[config.mk]
export PLATFORM = sky130hd
export DESIGN_NAME = alt_ripple_adder
export DESIGN_NICKNAME = d
export VERILOG_FILES = /design/src/rtl/alt_ripple_adder.sv
export SDC_FILE = /design/constraint.sdc
export NUM_CORES = 1
export LEC_CHECK = 0
export ABC_AREA = 1
export BUFFER_PORTS_ARGS = -buffer_cell sky130_fd_sc_hd__buf_2
export CORE_AREA = 8 8 48 50
export DETAILED_ROUTE_END_ITERATION = 10
export DIE_AREA = 0 0 56 58
export GPL_ROUTABILITY_DRIVEN = 0
export PLACE_DENSITY_LB_ADDON = 0.08
export SLEW_MARGIN = 0
export SYNTH_ARGS = -nofsm -noshare
export SYNTH_HDL_FRONTEND = slang
export SYNTH_SLANG_ARGS = --single-unit
[constraint.sdc]
create_clock -name vclk -period 8.65
set_input_delay 1.2975 -clock vclk [all_inputs]
set_output_delay 1.2975 -clock vclk [all_outputs]
set_load 0.02 [all_outputs]
[src/rtl/alt_ripple_adder.sv]
module alt_ripple_adder #(
  parameter int WIDTH = 16
) (
  input  logic [WIDTH-1:0] a_i,
  input  logic [WIDTH-1:0] b_i,
  input  logic             carry_i,
  output logic [WIDTH-1:0] sum_o,
  output logic             carry_o
);

  // link[k]: true polarity at even k, inverted at odd k
  logic [WIDTH:0] link;
  assign link[0] = carry_i;

  for (genvar k = 0; k < WIDTH; k++) begin : g_cell
    logic x, y, z, s_n, c_n;

    // inverting full adder: complement of sum and of majority
    assign s_n = ~(x ^ y ^ z);
    assign c_n = ~((x & y) | (y & z) | (x & z));

    if (k % 2 == 0) begin : g_even
      assign x = a_i[k];
      assign y = b_i[k];
      assign z = link[k];
      assign sum_o[k]  = ~s_n;
      assign link[k+1] = c_n;

      always_comb begin
        if (a_i[k] && b_i[k])
          a_r3_even_generate: assert (link[k+1] == 1'b0) else $error("R3 even generate");
        if (!a_i[k] && !b_i[k])
          a_r3_even_kill: assert (link[k+1] == 1'b1) else $error("R3 even kill");
      end
    end else begin : g_odd
      assign x = ~a_i[k];
      assign y = ~b_i[k];
      assign z = link[k];
      assign sum_o[k]  = s_n;
      assign link[k+1] = c_n;

      always_comb begin
        if (a_i[k] && b_i[k])
          a_r4_odd_generate: assert (link[k+1] == 1'b1) else $error("R4 odd generate");
        if (!a_i[k] && !b_i[k])
          a_r4_odd_kill: assert (link[k+1] == 1'b0) else $error("R4 odd kill");
      end
    end
  end

  if (WIDTH % 2 == 1) begin : g_out_odd
    assign carry_o = ~link[WIDTH];
  end else begin : g_out_even
    assign carry_o = link[WIDTH];
  end

  logic [WIDTH:0] total;
  assign total = {1'b0, a_i} + {1'b0, b_i} + {{WIDTH{1'b0}}, carry_i};

  always_comb begin
    a_r1_total: assert ({carry_o, sum_o} == total) else $error("R1 total mismatch");
    a_r5_carry_true: assert (carry_o == total[WIDTH]) else $error("R5 carry polarity");
    if ((a_i ^ b_i) == {WIDTH{1'b1}})
      a_r2_full_propagate: assert (carry_o == carry_i && sum_o == {WIDTH{~carry_i}})
        else $error("R2 propagate run");
  end

endmodule

# --- Word-level counts from Yosys, hierarchy flattened ---
# Index checks and enable logic that the tools add are counted.
totals:
  ff_bits: 0
  mem_count: 0
  ram_bits: 0
  rom_bits: 0
  latchBits: 0
  inputBits: 33
  output_inout_bits: 17
  word_cells: 152
op_classes:
  add_sub_neg: 0
  multipliers: 0
  n_eq_ne: 0
  n_shift: 0
  bitwise: 152
  n_mux: 0
  n_reduce_logical: 0
  order_cmp: 0
  div_mod_pow: 0
op_table:
  columns: ["operator", "n"]
  rows:
  - ["$and A1 B1 Y1", 48]
  - ["$not A1 Y1", 40]
  - ["$or A1 B1 Y1", 32]
  - ["$xor A1 B1 Y1", 32]

# --- Depth between registers and ports, before layout ---
logic_depth:
  word_depth: 64
  mapped_depth: 19
  mapped_depth_nobuf: 18

# --- Least setup slack after synthesis ---
# OpenSTA, ideal clock, no wires.
synth_path:
  path_type: "input port to output port"
  startpoint: "input port a_i[0]"
  endpoint: "output port sum_o[15]"
  n_path_buf: 1
  arrival_ns: 7.384
  cell_stages: 19
  slack_ns: -0.031
  t_required_ns: 7.352
  cell_sequence: "fa_1 inv_1 fa_1 fa_1 fa_1 fa_1 fa_1 fa_1 fa_1 fa_1 fa_1 fa_1 fa_1 fa_1 fa_1 fa_1 inv_1 fa_1 buf_4"
synth_between:
  elab_chain_len: 62
  elab_cells_between_ends: 77
  classes_between: "bitwise (77)"
synth_lines:
  columns: ["element", "line_no", "source"]
  rows:
  - ["start: declaration", "4", "input logic [WIDTH-1:0] a_i,"]
  - ["$and A1 B1 Y1", "20", "assign c_n = ~((x & y) | (y & z) | (x & z));"]
  - ["$or A1 B1 Y1", "20", null]
  - ["$or A1 B1 Y1 (*)", "20", null]
  - ["$not A1 Y1 (*)", "20", null]
  - ["$and A1 B1 Y1", "20", null]
  - ["$or A1 B1 Y1", "20", null]
  - ["$or A1 B1 Y1 (*)", "20", null]
  - ["$not A1 Y1 (*)", "20", null]
  - ["[... 46 more ...]", null, null]
  - ["$or A1 B1 Y1 (*)", "20", null]
  - ["$not A1 Y1 (*)", "20", null]
  - ["$and A1 B1 Y1", "20", null]
  - ["$or A1 B1 Y1", "20", null]
  - ["$or A1 B1 Y1 (*)", "20", null]
  - ["$not A1 Y1 (*)", "20", null]
  - ["$xor A1 B1 Y1 (*)", "19", "assign s_n = ~(x ^ y ^ z);"]
  - ["$not A1 Y1 (*)", "19", null]
  - ["end: declaration", "7", "output logic [WIDTH-1:0] sum_o,"]
# Every way passes the cells marked *; elsewhere a longest branch is shown, timed or not.

# --- Final worst setup path ---
# Ends and elaborated chain as after synthesis.

==> results.txt <==
----------------------------------------------------
[Clocking]
  Cts-stage hold buffer count ... 0
  Post-CTS setup buffer count ... 0

[Route]
  DR vias ... 490
  DRC violations left ... 0
  Iteration-0 DRC count of the detailed router ... 0
  Post-DR wirelength/cell ... 9.17 um
  Post-Route WL ... 1170 um
  Pre-Repair DR Iteration Count ... 1
  Post-detailed-route count of antenna-violating nets ... 0
  Vias per std cell ... 3.86

[Finish]
  Number of clock-tree buffers in the layout ... 0
  Count of non-filler cells in the finished layout ... 127
  Layout net count ... 161
  # fillers ... 177
  Sequential cell area in the final layout ... 0 um^2
  FF+latch count ... 0
  Number of diodes ... 0
  Ratio of cells with drive above 1 in the final layout ... 56.4%
  Synthesis-to-layout area growth ... 44.7%

[Yosys]
  Most instantiated library cell after synthesis ... inv_1
  Sequential share of the synthesized area ... 0%
  Mapped cell area ... 546 um^2
  Count of mapped cells out of synthesis ... 68
  Yosys cell types ... 3
  Most frequent cells after synthesis ... inv_1 (44), fa_1 (16), buf_4 (8)
  Synthesis warning total ... 0
  Net count after synthesis ... 117
  Largest cells by area after synthesis ... fa_1 (59%), inv_1 (30%), buf_4 (11%)
  Largest area contributor in the netlist ... fa_1
  Avg Cell Area, Syn ... 8.02 um^2
  Area fraction of the dominant cell type after synthesis ... 58.7%

[Worst setup path]
  Worst-path cell chain ... buf_2, fa_1, inv_1, fa_1, fa_2, fa_2, fa_2, fa_2, fa_2, fa_2, fa_2, fa_2, fa_2, fa_2, fa_2, fa_2, fa_1, inv_1, fa_1, buf_4
  Buf+Inv Stages, Crit Path ... 4
  CP arrival ... 7.16 ns
  Critical Path Fanout Max ... 1
  Cell mode on critical path ... fa_2
  CP Capture Type ... primary output
  Critical path start-end classification ... primary input to primary output
  Peak per-stage delay on the critical path ... 0.41 ns
  Max stage delay cell, worst path ... fa_1
  Required time of the worst setup path ... 7.35 ns
  Dominant delay contributor by cell family on the critical path ... adder cells
  Worst setup SP type ... primary input

[Floorplanning]
  Core Box Area ... 1610 um^2
  Y dimension of the die ... 58 um
  Initial core utilization ... 33.8%
  Area of the die ... 3250 um^2
  I/O pin cnt ... 50
  Width of the die ... 56 um
  Number of placement rows ... 15

[Timing]
  Number of pins exceeding their max-slew limit in the final report ... 0
  Final period utilization ... 97.8%
  Number of endpoints with negative hold slack in the final report ... 0
  Worst Max-Slew Pin Slew ... 0.117 ns
  Maximum frequency from static timing analysis ... 118 MHz
  Worst relative slew slack ... 92.3%
  Unrepaired setup endpoints after global routing ... no
  Count of final setup violators ... 0
  Period minus WS final ... 8.46 ns
  Final critical-path setup slack ... 0.194 ns

[Placed design]
  Worst slack at placement ... -0.348 ns
  Count of buffers inserted at the top-level ports ... 50
  Placed cell count ... 127
  Post-DP HPWL ... 1180 um

[Global route]
  Global-route wire length before repair ... 1800 um
  Congestion Overflow GR ... 0
  Overall fraction of global-route tracks in use ... 6.27%
  Largest net degree at the start of global routing ... 2
  Initial antenna violation count ... 0
  Via count of the first global-routing pass ... 479

[Power]
  Maximum resistive drop on vdd ... 0.0360 mV
  Power per Cell Area ... 87.4 nW/um^2
  Pleak ... 0.539 nW

[Min path]
  Worst hold path type ... primary input to primary output

[Run status]
  Outcome ... completed

[Job]
  Max-cap violations ... 0

----------------------------------------------------
report_power, final:
part,leakage (nW),internal (W),switching [W]
combinational,0.539,0.0000274,0.0000416
clock,0,0,0
sequential,0,0,0
total,0.539,0.0000274,0.0000416
metrics by stage:
stage          total power [W]  util, %  cell area, um^2  setup TNS, ns  hold slack, ns
6_report             0.0000690     48.9              790              0            2.97
5_1_grt              0.0000780     48.9              790              0            3.00
4_1_cts              0.0000709     48.6              785              0            2.98
3_5_place_dp         0.0000687     47.1              759         -0.417            2.98
3_3_place_gp         0.0000680     47.1              759         -0.352            2.98
2_1_floorplan        0.0000535        -              548              0            2.85
per-layer routing:
metal | track usage (%) | wire length (um)
met1 | 6.55 | 410
met2 | 11.7 | 595
met5 | 0 | 0
met4 | 0 | 0
met3 | 3.06 | 159
layout by cell type (no fill, tap or decap):
master  count
buf_2      49
inv_1      44
fa_1        4
fa_2       12
buf_4       1
cell families after synthesis:
family / count (synthesis) / synth area share (%)
buf+inv: 52 / 41.3
fa+ha+maj: 16 / 58.7
final timing paths:
path | start | end | slack, ns | depth (start not counted)
hold / removal | carry_i | sum_o[0] | 2.97 | 3
setup / recovery | a_i[0] | sum_o[15] | 0.19 | 20
what timing repair did:
action                                  4_1_cts  5_1_grt
resized for setup                            10        2
endpoints found under the setup margin        3        1
pin swaps                                     1        1
cell type report:
cell class         count  area, um^2  area share, %
multi-input cells     16         350           44.4
repair buffers        50         253           32.0
inverters             44         165           20.9
well taps             17        21.3           2.69
Power figures use the tool's default switching activity.
